--- src/rtl/uart_rx_status.sv ---
module uart_rx_status (
  input  logic       clk,
  input  logic       rst_n,
  input  logic       tick16,
  input  logic       rxd,
  input  logic       par_en,
  input  logic       par_odd,
  input  logic       rd_stb,
  input  logic [1:0] rd_addr,
  output logic [7:0] rd_data,
  output logic       rx_full,
  output logic       overrun,
  output logic       frame_err,
  output logic       par_err,
  output logic       rx_active
);

  localparam logic [1:0] ADR_STAT  = 2'd0;
  localparam logic [1:0] ADR_STAT2 = 2'd1;
  localparam logic [1:0] ADR_DATA  = 2'd2;
  localparam logic [7:0] IDLE_NOPAR = 8'd160;
  localparam logic [7:0] IDLE_PAR   = 8'd176;

  typedef enum logic [2:0] {S_HUNT, S_START, S_DATA, S_PAR, S_STOP} st_t;

  st_t        st;
  logic [1:0] sync;
  logic [3:0] rt;
  logic [2:0] bcnt;
  logic       s8, s9, pbit, arm;
  logic [7:0] sh, data_q, idle_cnt;

  wire       rxs       = sync[1];
  wire [3:0] slot      = rt + 4'd1;
  wire       vote      = (s8 & s9) | (rxs & (s8 | s9));
  wire       busy_tick = tick16 && (st != S_HUNT);
  wire       start_det = tick16 && (st == S_HUNT) && !rxs && !frame_err;
  wire       done      = busy_tick && (st == S_STOP) && (slot == 4'd10);
  wire       new_ok    = done && !rx_full;
  wire       new_ovr   = done && rx_full;
  wire       pe_calc   = par_en && ((^sh ^ pbit) != par_odd);
  wire       clr       = rd_stb && (rd_addr == ADR_DATA) && arm;
  wire [7:0] idle_lim  = par_en ? IDLE_PAR : IDLE_NOPAR;
  wire       idle_st   = (st == S_HUNT);

  always_ff @(posedge clk or negedge rst_n)
    if (!rst_n) sync <= 2'b11;
    else        sync <= {sync[0], rxd};

  always_ff @(posedge clk or negedge rst_n) begin
    if (!rst_n) begin
      st   <= S_HUNT;
      rt   <= 4'd0;
      bcnt <= 3'd0;
      s8   <= 1'b1;
      s9   <= 1'b1;
      pbit <= 1'b0;
      sh   <= 8'd0;
    end else if (start_det) begin
      st <= S_START;
      rt <= 4'd1;
    end else if (busy_tick) begin
      rt <= slot;
      if (slot == 4'd8) s8 <= rxs;
      if (slot == 4'd9) s9 <= rxs;
      if (slot == 4'd10) begin
        case (st)
          S_START: if (vote) st <= S_HUNT;
          S_DATA:  sh <= {vote, sh[7:1]};
          S_PAR:   pbit <= vote;
          S_STOP:  st <= S_HUNT;
          default: ;
        endcase
      end
      if (slot == 4'd0) begin
        case (st)
          S_START: begin st <= S_DATA; bcnt <= 3'd0; end
          S_DATA:
            if (bcnt == 3'd7) st <= par_en ? S_PAR : S_STOP;
            else              bcnt <= bcnt + 3'd1;
          S_PAR:   st <= S_STOP;
          default: ;
        endcase
      end
    end
  end

  always_ff @(posedge clk or negedge rst_n) begin
    if (!rst_n) begin
      rx_full   <= 1'b0;
      overrun   <= 1'b0;
      frame_err <= 1'b0;
      par_err   <= 1'b0;
      data_q    <= 8'd0;
      arm       <= 1'b0;
    end else begin
      if (rd_stb)
        arm <= (rd_addr == ADR_STAT) && (rx_full | overrun | frame_err | par_err);
      if (new_ok)       rx_full <= 1'b1;
      else if (clr)     rx_full <= 1'b0;
      if (new_ovr)      overrun <= 1'b1;
      else if (clr)     overrun <= 1'b0;
      if (new_ok && !vote)  frame_err <= 1'b1;
      else if (clr)         frame_err <= 1'b0;
      if (new_ok && pe_calc) par_err <= 1'b1;
      else if (clr)          par_err <= 1'b0;
      if (new_ok) data_q <= sh;
    end
  end

  always_ff @(posedge clk or negedge rst_n) begin
    if (!rst_n) begin
      idle_cnt  <= 8'd0;
      rx_active <= 1'b0;
    end else if (tick16) begin
      if (!rxs)                  idle_cnt <= 8'd0;
      else if (idle_cnt < idle_lim) idle_cnt <= idle_cnt + 8'd1;
      if (start_det)
        rx_active <= 1'b1;
      else if (rxs && (idle_cnt == idle_lim - 8'd1))
        rx_active <= 1'b0;
    end
  end

  always_comb begin
    case (rd_addr)
      ADR_STAT:  rd_data = {rx_full, 3'b000, overrun, 1'b0, frame_err, par_err};
      ADR_STAT2: rd_data = {7'd0, rx_active};
      ADR_DATA:  rd_data = data_q;
      default:   rd_data = 8'd0;
    endcase
  end

endmodule

--- config.mk ---
export PLATFORM = sky130hd
export DESIGN_NAME = uart_rx_status
export DESIGN_NICKNAME = d
export VERILOG_FILES = /design/src/rtl/uart_rx_status.sv
export SDC_FILE = /design/constraint.sdc
export NUM_CORES = 1
export LEC_CHECK = 0
export ABC_AREA = 1
export BUFFER_PORTS_ARGS = -buffer_cell sky130_fd_sc_hd__clkbuf_2
export CAP_MARGIN = 10
export CORE_MARGIN = 10
export CORE_UTILIZATION = 55
export CTS_BUF_LIST = sky130_fd_sc_hd__clkbuf_16
export DETAILED_ROUTE_END_ITERATION = 6
export PLACE_DENSITY = 0.77
export SLEW_MARGIN = 15
export SYNTH_ARGS = -nofsm -noshare
export SYNTH_HDL_FRONTEND = slang
export SYNTH_SLANG_ARGS = --single-unit
export TNS_END_PERCENT = 50
--- constraint.sdc ---
create_clock -name clk -period 4.3 [get_ports clk]
set_input_delay 0.645 -clock clk [delete_from_list [all_inputs] [get_ports clk]]
set_output_delay 0.645 -clock clk [all_outputs]
set_load 0.005 [all_outputs]
==> results.md <==
- # IOs: 22
- Main synth FF type: dfrtp_1
- Clock Skew: 3.01 ps
- Library cells used by synthesis: 29
- Syn nets: 341
- # setup viols final: 0
- Hold path depth: 0
- Synthesized area per cell: 7.91 um^2
- Die area: 7790 um^2
- Setup bufs post-CTS: 0
- Die Y-Extent: 88.3 um
- Commonest cells in the netlist: nand2_1, inv_1, dfrtp_1
- Cell Area, Synth: between 2000 and 3000 um^2
- Die X: 88.3 um
- Share of cells above drive strength 1: 0.190
- Slew Viols, Final: 0
- Worst VDD drop: between 300 and 400 uV
- Crit path DAT: 1460 ps
- CP required: approximately 3700 ps
- Final Hold Viols: 0
- Critical path endpoint category: output pin
- Pre-antenna DRT Iters: 4
- Register area share after synthesis: 0.441
- Fin Setup TNS: 0 ps
- Synth Register Bits: 45
- Post-synth EDFFs: 0
- Relative slew slack: 0.627
- Layout Utilization: 0.649
- Worst setup SP type: input pin
- Initial core utilization: 0.577
- Synthesized instance count: between 300 and 400
- Hold Crit Class: register to register
- DR DRC count: 0
- Total power: 1340 uW
- LEAKAGE: 0.00143 uW
- CTS tree: done
- Starting DRC count in detailed routing: 95
- Post-synthesis async set-or-reset flop share: 1.00
- Antenna violations before repair: 0
- Status: finished clean
- Yosys top cell area share: 0.400
- Period utilization: 0.491
- Resize count post-CTS: 0
- Total CTS buffers: 5
- Hold Crit Start: sync[0]
- Clock slew at reported path FFs: 60 ps
- R2R cell count: 11
- Fmax: 474 MHz
- Post-CTS Hold Buffers: 0
- RR Startpoint: rt[0]
- Layout area overhead: 12.5%
- RSZ-0062 raised after global routing: false
- PwrDens: 463 nW/um^2
- Sink Count: 45
- CTS root buf: clkbuf_16
- Max clock buf depth: 2
- Synthesis Warnings: 0
- Gr ovfl total: 0
- Site Rows: 24
- Global-route wire length before repair: 8930 um
- Max-Cap Viols: 0
- WL/cell: between 10 and 15 um
- Htree depth: 2
- Pin count of the biggest net entering global routing: 46
- # diodes: 0
- Setup Crit Path Kind: input pin to output pin
- Least-Margin Pin Slew: about 560 ps
- ANT nets after route: 0
- GRT Total Usage: 0.142
- DP HPWL: around 3800 um
- Number of port buffers: 21
- Vias per Instance: 5.15
- Largest area contributor in the netlist: dfrtp_1
- CP Max Fanout: 6
- Total number of vias: 2081
- NumNets Final: roughly 370
- Setup crit start: rd_addr[1]
- Min Tclk post-route: around 2100 ps
- Count leader, synth: nand2_1
- Filler Cells Inserted: between 300 and 400
- Gpl congestion: 0.807
- Final Routed Wirelength: 4950 um
- Largest cells by area after synthesis: dfrtp_1, nand2_1, inv_1, o21ai_2, dfstp_2
- Core area: 4440 um^2
- Vias in the first global route: 1989
- Latest clock arrival within the worst-skew pair: ~280 ps
-- worst max-delay path, stage by stage --
cell,delay (ps)
clkbuf_2,90
inv_1,50
nor2_1,290
inv_1,150
nor2_1,120
clkbuf_2,120
-- cell families (layout without fill, tap and decap cells) --
family	after synthesis	after routing	synth area share
flip-flops	45	45	0.441
XOR/XNOR	5	5	0.0171
buffers and inverters	59	87	0.0923
adder cells (fa/ha/maj)	8	8	0.0391
AO/OA/AOI/OAI	43	43	0.114
AND/OR/NAND/NOR	164	164	0.296
-- final timing paths --
kind	to	slack (ps)
setup / recovery	rd_data[5]	2190
hold / removal	sync[1]	360
setup reg to reg	par_err	2550
hold reg to reg	sync[1]	360
max in group asynchronous	s8	3470
min in group asynchronous	idle_cnt[0]	430
-- where the power goes --
group / switching, uW / internal [uW] / total (uW)
clock: 153 / 272 / 424
combinational: 237 / 122 / 360
sequential: 60.5 / 491 / 552
-- cell usage in the layout (no fill, tap or decap), drive strengths merged --
master	count
o31ai	2
clkinv	1
nand3	22
nor3b	1
bufinv	1
nand4	8
o22ai	3
ha	8
nand2	105
a21oi	3
o211ai	1
nor3	3
clkbuf	26
nor4	1
xor2	3
clkinvlp	1
o21ai	34
xnor2	2
dfstp	4
inv	57
nor2	23
buf	1
dfrtp	41
nand3b	1
-- stage by stage --
step | cell area (um^2) | hold slack (ps) | instances | setup slack, ps
2_1_floorplan | 2560 | 345 | 324 | 2530
3_3_place_gp | 2720 | 347 | 396 | 2250
3_5_place_dp | 2720 | 352 | 396 | 2190
4_1_cts | 2880 | 359 | 404 | 2190
5_1_grt | 2880 | 362 | 404 | 2060
6_report | 2880 | 360 | 404 | 2190
-- state kept, by name, summed over array words and instances (netlist names), 2 cells and up --
register  count
data_q        8
idle_cnt      8
sh            8
rt            4
bcnt          3
st            3
sync          2
-- layout make-up --
cell class / instances / area (um^2) / area share
Inverter: 57 / 214 / 0.0742
Timing Repair Buffer: 22 / 113 / 0.0390
Clock buffer: 5 / 125 / 0.0434
Multi-Input combinational cell: 220 / 1190 / 0.414
Sequential cell: 45 / 1130 / 0.392
Tap cell: 52 / 65.1 / 0.0226
Clock inverter: 3 / 41.3 / 0.0143
-- layer usage --
metal	global-route usage	share of wire	vias up
met1	0.186	0.48	957
met2	0.220	0.45	36
met5	0	0	-
li1	-	-	1082
met4	0.0396	0.0091	0
met3	0.0432	0.060	6
Power figures use the tool's default switching activity.
